### src/rtl/can_txirq_pkg.sv
package can_txirq_pkg;
  typedef enum logic [1:0] {
    RES_NONE      = 2'b00,
    RES_ABORTED   = 2'b01,
    RES_SENT      = 2'b10,
    RES_SENT_ABRQ = 2'b11
  } tx_res_e;

  localparam int unsigned STS_W      = 16;
  localparam int unsigned STS_TXDONE = 0;
  localparam int unsigned STS_ABORT  = 1;
  localparam int unsigned STS_FIFO   = 2;
  localparam int unsigned STS_HIST   = 3;
  localparam int unsigned STS_USED   = 4;
endpackage

### src/rtl/can_txirq_buf_bank.sv
module can_txirq_buf_bank
  import can_txirq_pkg::*;
#(
  parameter int unsigned NUM_BUF = 4,
  parameter int unsigned IDX_W   = 2
) (
  input  logic               clk_i,
  input  logic               rst_ni,
  input  logic               flush_i,
  input  logic               evt_i,
  input  logic [IDX_W-1:0]   evt_idx_i,
  input  tx_res_e            evt_code_i,
  input  logic               clr_i,
  input  logic [IDX_W-1:0]   clr_idx_i,
  input  logic [NUM_BUF-1:0] buf_ie_i,
  output logic               done_hit_o,
  output logic               abort_any_o
);
  tx_res_e              code_q [NUM_BUF];
  logic [NUM_BUF-1:0]   done_vec;
  logic [NUM_BUF-1:0]   abort_vec;

  for (genvar g = 0; g < NUM_BUF; g++) begin : g_buf
    logic evt_hit, clr_hit;
    assign evt_hit = evt_i && (evt_idx_i == IDX_W'(g));
    assign clr_hit = clr_i && (clr_idx_i == IDX_W'(g));

    always_ff @(posedge clk_i or negedge rst_ni) begin
      if (!rst_ni)      code_q[g] <= RES_NONE;
      else if (flush_i) code_q[g] <= RES_NONE;
      else if (evt_hit) code_q[g] <= evt_code_i;   // event beats clear
      else if (clr_hit) code_q[g] <= RES_NONE;
    end

    // upper code bit set means the frame went out
    assign done_vec[g]  = buf_ie_i[g] && code_q[g][1];
    assign abort_vec[g] = (code_q[g] == RES_ABORTED);
  end

  assign done_hit_o  = |done_vec;
  assign abort_any_o = |abort_vec;
endmodule

### src/rtl/can_txirq_req_flag.sv
module can_txirq_req_flag (
  input  logic clk_i,
  input  logic rst_ni,
  input  logic flush_i,
  input  logic set_i,
  input  logic clr_i,
  input  logic ie_i,
  output logic req_o
);
  logic flag_q;

  always_ff @(posedge clk_i or negedge rst_ni) begin
    if (!rst_ni)      flag_q <= 1'b0;
    else if (flush_i) flag_q <= 1'b0;
    else if (set_i)   flag_q <= 1'b1;
    else if (clr_i)   flag_q <= 1'b0;
  end

  assign req_o = ie_i && flag_q;
endmodule

### src/rtl/can_tx_irq_status.sv
module can_tx_irq_status
  import can_txirq_pkg::*;
#(
  parameter  int unsigned NUM_BUF = 4,
  localparam int unsigned IDX_W   = (NUM_BUF > 1) ? $clog2(NUM_BUF) : 1,
  localparam int unsigned EN_W    = NUM_BUF + 3
) (
  input  logic             clk_i,
  input  logic             rst_ni,
  input  logic             glb_rst_mode_i,
  input  logic             ch_rst_mode_i,
  input  logic             enable_we_i,
  input  logic [EN_W-1:0]  enable_i,
  input  logic             res_evt_i,
  input  logic [IDX_W-1:0] res_idx_i,
  input  logic [1:0]       res_code_i,
  input  logic             res_clr_i,
  input  logic [IDX_W-1:0] res_clr_idx_i,
  input  logic             fifo_req_set_i,
  input  logic             fifo_req_clr_i,
  input  logic             hist_req_set_i,
  input  logic             hist_req_clr_i,
  input  logic             sts_we_i,
  input  logic [STS_W-1:0] sts_wdata_i,
  output logic [STS_W-1:0] status_o,
  output logic             irq_o
);
  localparam int unsigned EN_ABORT = NUM_BUF;
  localparam int unsigned EN_FIFO  = NUM_BUF + 1;
  localparam int unsigned EN_HIST  = NUM_BUF + 2;

  logic                flush;
  logic [EN_W-1:0]     en_q;
  logic                done_hit, abort_any;
  logic                abort_hold_q, abort_bit;
  logic                fifo_bit, hist_bit;
  logic [STS_USED-1:0] sts_live;
  logic                sts_unused;

  assign flush      = glb_rst_mode_i || ch_rst_mode_i;
  assign sts_unused = ^{sts_we_i, sts_wdata_i};  // status word is read-only

  always_ff @(posedge clk_i or negedge rst_ni) begin
    if (!rst_ni)          en_q <= '0;
    else if (flush)       en_q <= '0;
    else if (enable_we_i) en_q <= enable_i;
  end

  can_txirq_buf_bank #(
    .NUM_BUF (NUM_BUF),
    .IDX_W   (IDX_W)
  ) u_bank (
    .clk_i       (clk_i),
    .rst_ni      (rst_ni),
    .flush_i     (flush),
    .evt_i       (res_evt_i),
    .evt_idx_i   (res_idx_i),
    .evt_code_i  (tx_res_e'(res_code_i)),
    .clr_i       (res_clr_i),
    .clr_idx_i   (res_clr_idx_i),
    .buf_ie_i    (en_q[NUM_BUF-1:0]),
    .done_hit_o  (done_hit),
    .abort_any_o (abort_any)
  );

  // abort bit survives enable removal; only the codes release it
  assign abort_bit = abort_any && (en_q[EN_ABORT] || abort_hold_q);

  always_ff @(posedge clk_i or negedge rst_ni) begin
    if (!rst_ni)    abort_hold_q <= 1'b0;
    else if (flush) abort_hold_q <= 1'b0;
    else            abort_hold_q <= abort_bit;
  end

  can_txirq_req_flag u_fifo_flag (
    .clk_i   (clk_i),
    .rst_ni  (rst_ni),
    .flush_i (flush),
    .set_i   (fifo_req_set_i),
    .clr_i   (fifo_req_clr_i),
    .ie_i    (en_q[EN_FIFO]),
    .req_o   (fifo_bit)
  );

  can_txirq_req_flag u_hist_flag (
    .clk_i   (clk_i),
    .rst_ni  (rst_ni),
    .flush_i (flush),
    .set_i   (hist_req_set_i),
    .clr_i   (hist_req_clr_i),
    .ie_i    (en_q[EN_HIST]),
    .req_o   (hist_bit)
  );

  always_comb begin
    sts_live             = '0;
    sts_live[STS_TXDONE] = done_hit;
    sts_live[STS_ABORT]  = abort_bit;
    sts_live[STS_FIFO]   = fifo_bit;
    sts_live[STS_HIST]   = hist_bit;
    if (flush) sts_live = '0;
  end

  assign status_o = {{(STS_W-STS_USED){1'b0}}, sts_live};

  always_ff @(posedge clk_i or negedge rst_ni) begin
    if (!rst_ni) irq_o <= 1'b0;
    else         irq_o <= |sts_live;
  end
endmodule

### config.mk
export PLATFORM = sky130hd
export DESIGN_NAME = can_tx_irq_status
export DESIGN_NICKNAME = d
export VERILOG_FILES = /design/src/rtl/can_txirq_pkg.sv /design/src/rtl/can_txirq_buf_bank.sv /design/src/rtl/can_txirq_req_flag.sv /design/src/rtl/can_tx_irq_status.sv
export SDC_FILE = /design/constraint.sdc
export NUM_CORES = 1
export LEC_CHECK = 0
export ABC_AREA = 0
export CAP_MARGIN = 20
export CELL_PAD_IN_SITES_DETAIL_PLACEMENT = 1
export CELL_PAD_IN_SITES_GLOBAL_PLACEMENT = 1
export CORE_MARGIN = 2
export CORE_UTILIZATION = 26
export DETAILED_ROUTE_END_ITERATION = 6
export GPL_TIMING_DRIVEN = 0
export PLACE_DENSITY = 0.8
export RECOVER_POWER = 25
export SYNTH_ARGS = -nofsm -noshare
export SYNTH_HDL_FRONTEND = slang
export SYNTH_SLANG_ARGS = --single-unit
### constraint.sdc
create_clock -name clk_i -period 1.3 [get_ports clk_i]
set_input_delay 0.13 -clock clk_i [delete_from_list [all_inputs] [get_ports clk_i]]
set_output_delay 0.13 -clock clk_i [all_outputs]
set_load 0.01 [all_outputs]
==> metrics.md, run 1 <==
| Metric | Value |
|---|---|
| Rows | 21 |
| Worst-path clk slew | around 110 ps |
| Cells after synthesis | 96 |
| CTS tree | yes |
| CP top delay family | flip-flops |
| Final hold violation count | 0 |
| Per-cell routed wire length | between 10 and 15 µm |
| Endpoint class of the critical path | flip-flop |
| P_int | about 830 µW |
| MaxCap Viol Count | 0 |
| Logic pwr share | a little under a fifth |
| Pre-CTS setup slack | -583 ps |
| RD Place Congestion | just over 0.8 |
| Yosys cell types | 19 |
| Area delta synth->final | 46.1% |
| Initial core utilization | 27.9% |
| Synth Register Bits | 19 |
| P_sw | ~280 µW |
| Fillers | around 430 |
| Ys Warns | 0 |
| Crit-path cells | inv_2 > o22ai_2 > o221a_1 > buf_4 > or4_1 |
| Die Footprint | 4170 µm² |
| Depth of the CTS H-tree | 1 |
| Hold Buf Count CTS | 0 |
| Final worst-path cycle share | 111% |
| Highest metal used | met4 |
| CTS Buf Count | 3 |
| Peak VDD IR | just over 0.2 mV |
| Die W | between 60 and 70 µm |
| Buffers and inverters on the worst path | 2 |
| Fin crit period | between 1000 and 1500 ps |
| Die Y | ~65 µm |
| Fin Clk Skew | ~4.8 ps |
| Ant diodes | 0 |
| GRT Total Usage | 12.7% |
| Worst Path Required | 1480 ps |
| Final worst setup slack | -149 ps |
| Number of antenna violations at the first check in global routing | 0 |
| Mean Syn Cell Area | between 9 and 10 µm² |
| ANT nets after route | 0 |
| Routed met1 length | between 1 and 1.5 mm |
| GR Overflow Total | 0 |
| CP max-delay cell | dfrtp_1 |
| Clock power frac | a little over a quarter |
| Core region area | 3420 µm² |
| Worst min path class | input port to asynchronous set/reset pin |
| Metal2 WL | roughly 1.4 mm |
| Outcome | finished, violations left |
| Remaining DRCs | 0 |
| Worst skew pair latency | ~290 ps |
| Final core occ | roughly 41% |
| Post-Synthesis Cell Area | ~950 µm² |
| Failing checks | setup timing |
| Relative slew slack | about 45% |
| Post-synthesis sequential area ratio | between 40% and 50% |
| Max incr delay on CP | 420 ps |
| Via count | between 800 and 900 |
| First-pass GRT wire length | ~4 mm |
| Max-slew violation count | 0 |
| Pwr Density | between 800 and 900 nW/µm² |
| Clock Sink Count | 19 |
| Pleak | about 0.7 nW |
| Final net count | between 150 and 200 |
| Switching Fraction | roughly a quarter |
| Vias in the first global route | around 900 |
| First drt pass iteration count | 4 |
| HPWL after detailed placement | between 2 and 2.5 mm |
| Crit start category | flip-flop |
| Kind of critical path | flip-flop to flip-flop |
| RSZ-0062 raised after global routing | yes |
| Slew @ Worst Pin | 824 ps |
| Setup Viol. Count Final | 3 |
| Initial drt markers | 10 |
| Fmax | 690 MHz |
| IO Port Bufs | 27 |
| Pwr Total | about 1.1 mW |
| CP max FO | 2 |
| Clock buffer depth | 2 |
| # IOs | between 50 and 60 |
| CP arrival | 1620 ps |
| Metal3 WL | 108 µm |
| Overall routed net length | 2.57 mm |
| Ratio of cells with drive above 1 in the final layout | approximately 22% |
| Vias per cell | between 4 and 5 |
| Largest net degree at the start of global routing | 20 |
| Root buf cell | clkbuf_4 |
| Flop pwr share | 54.8% |
==> cell usage after synthesis, drive strengths merged <==
cell	count	area share (%)
inv	8	3.1
dfrtp	19	50
and3b	2	1.8
nor3b	1	0.79
conb	1	0.39
and3	3	2.0
a31oi	4	2.6
o22ai	2	1.3
a22oi	10	7.9
clkbuf	1	0.39
or2	1	0.66
nor2	18	7.1
buf	14	11
or4	1	0.79
mux2i	7	7.3
o221a	1	1.2
a21oi	3	2.0
==> flip-flops by register name, summed over array words and instances (netlist names) <==
signal,flops
abort_hold_q,1
en_q,7
irq_o,1
u_bank.code_q,8
u_fifo_flag.flag_q,1
u_hist_flag.flag_q,1
==> cells by family (layout without fill, tap and decap cells) <==
logic type | count (synthesis) | count (layout) | share of synthesized area, %
compound gates | 20 | 20 | 15.0
buf+inv | 23 | 58 | 14.3
flops | 19 | 19 | 49.9
mux | 7 | 7 | 7.35
other cells | 1 | 12 | 0.393
simple gates | 26 | 26 | 13.1
==> power groups by stage <==
stage / sequential, mW / combinational (mW) / clock [mW]
final: 0.612 / 0.210 / 0.295
after global routing: 0.613 / 0.231 / 0.341
after CTS: 0.611 / 0.212 / 0.309
after detailed placement: 0.623 / 0.205 / 0
after global placement: 0.622 / 0.199 / 0
after floorplan: 0.620 / 0.102 / 0
==> placed cells by master (no fill, tap or decap) <==
cell type,n
clkdlybuf4s50_1,20
dfrtp_1,19
nor2_1,17
buf_4,16
conb_1,12
a22oi_1,9
inv_1,7
mux2i_1,7
a31oi_1,4
and3_1,3
clkbuf_4,3
clkbuf_2,2
and3b_1,2
a21oi_1,2
buf_6,2
buf_2,2
nor2_2,1
a22oi_2,1
or2_0,1
a21oi_4,1
o22ai_1,1
inv_2,1
o22ai_2,1
o221a_1,1
or4_1,1
nor3b_1,1
clkbuf_1,1
clkinv_2,1
dlymetal6s2s_1,1
clkdlybuf4s25_1,1
dlygate4sd2_1,1
==> metrics by stage <==
| step | instances | area, µm² | hold WS [ps] | setup TNS, ps |
|---|---|---|---|---|
| after floorplan | 107 | 995 | -166 | 0 |
| after global placement | 180 | 1320 | 496 | -2740 |
| after detailed placement | 180 | 1320 | 505 | -3300 |
| after CTS | 188 | 1380 | 330 | -443 |
| after global routing | 188 | 1390 | 379 | -569 |
| final | 188 | 1390 | 299 | -367 |
==> layout make-up <==
class	count	area, µm²	area share, %
timing repair buffer	32	299	21.5
tap	46	57.6	4.13
inverter	8	30.0	2.16
clock buffer	3	22.5	1.62
sequential	19	475	34.1
buffer	14	98.8	7.10
multi-input combinational	65	404	29.0
clock inverter	1	5.00	0.359
==> path summary, 6_finish.rpt <==
| kind | slack, ps | end | startpoint | cells past startpoint |
|---|---|---|---|---|
| setup / recovery | -150 | irq_o$_DFF_PN0_ | u_bank.code_q[4]$_DFFE_PN0P_ | 5 |
| hold / removal | 300 | en_q[0]$_DFFE_PN0P_ | rst_ni | 1 |
| setup reg to reg | -150 | irq_o$_DFF_PN0_ | u_bank.code_q[4]$_DFFE_PN0P_ | 5 |
| hold reg to reg | 520 | u_hist_flag.flag_q$_DFFE_PN0P_ | u_hist_flag.flag_q$_DFFE_PN0P_ | 2 |
| max in group asynchronous | 490 | u_bank.code_q[6]$_DFFE_PN0P_ | rst_ni | 1 |
| min in group clk_i | 380 | en_q[2]$_DFFE_PN0P_ | enable_we_i | 3 |
==> what timing repair did <==
item	CTS	global route
setup endpoints to repair	6	5
pin swaps	3	4
setup buffers	4	1
cloned	0	0
gates resized for setup	18	7
==> metal layers <==
| metal | global-route usage [%] | vias up |
|---|---|---|
| li1 | - | 402 |
| met1 | 14.7 | 400 |
| met2 | 23.6 | 30 |
| met3 | 1.39 | 2 |
| met4 | 5.59 | 0 |
| met5 | 0 | - |
Note: power is estimated with default switching activity, not from simulation.
==> run 2: changes to the inputs <==
--- a/config.mk
+++ b/config.mk
@@ -11,10 +11,12 @@
 export CELL_PAD_IN_SITES_GLOBAL_PLACEMENT = 1
 export CORE_MARGIN = 2
 export CORE_UTILIZATION = 26
+export CTS_CLUSTER_SIZE = 16
 export DETAILED_ROUTE_END_ITERATION = 6
 export GPL_TIMING_DRIVEN = 0
 export PLACE_DENSITY = 0.8
 export RECOVER_POWER = 25
+export SLEW_MARGIN = 20
 export SYNTH_ARGS = -nofsm -noshare
 export SYNTH_HDL_FRONTEND = slang
 export SYNTH_SLANG_ARGS = --single-unit
==> results of run 2 <==
Final layout, timing and power as in run 1 (identical DEF).
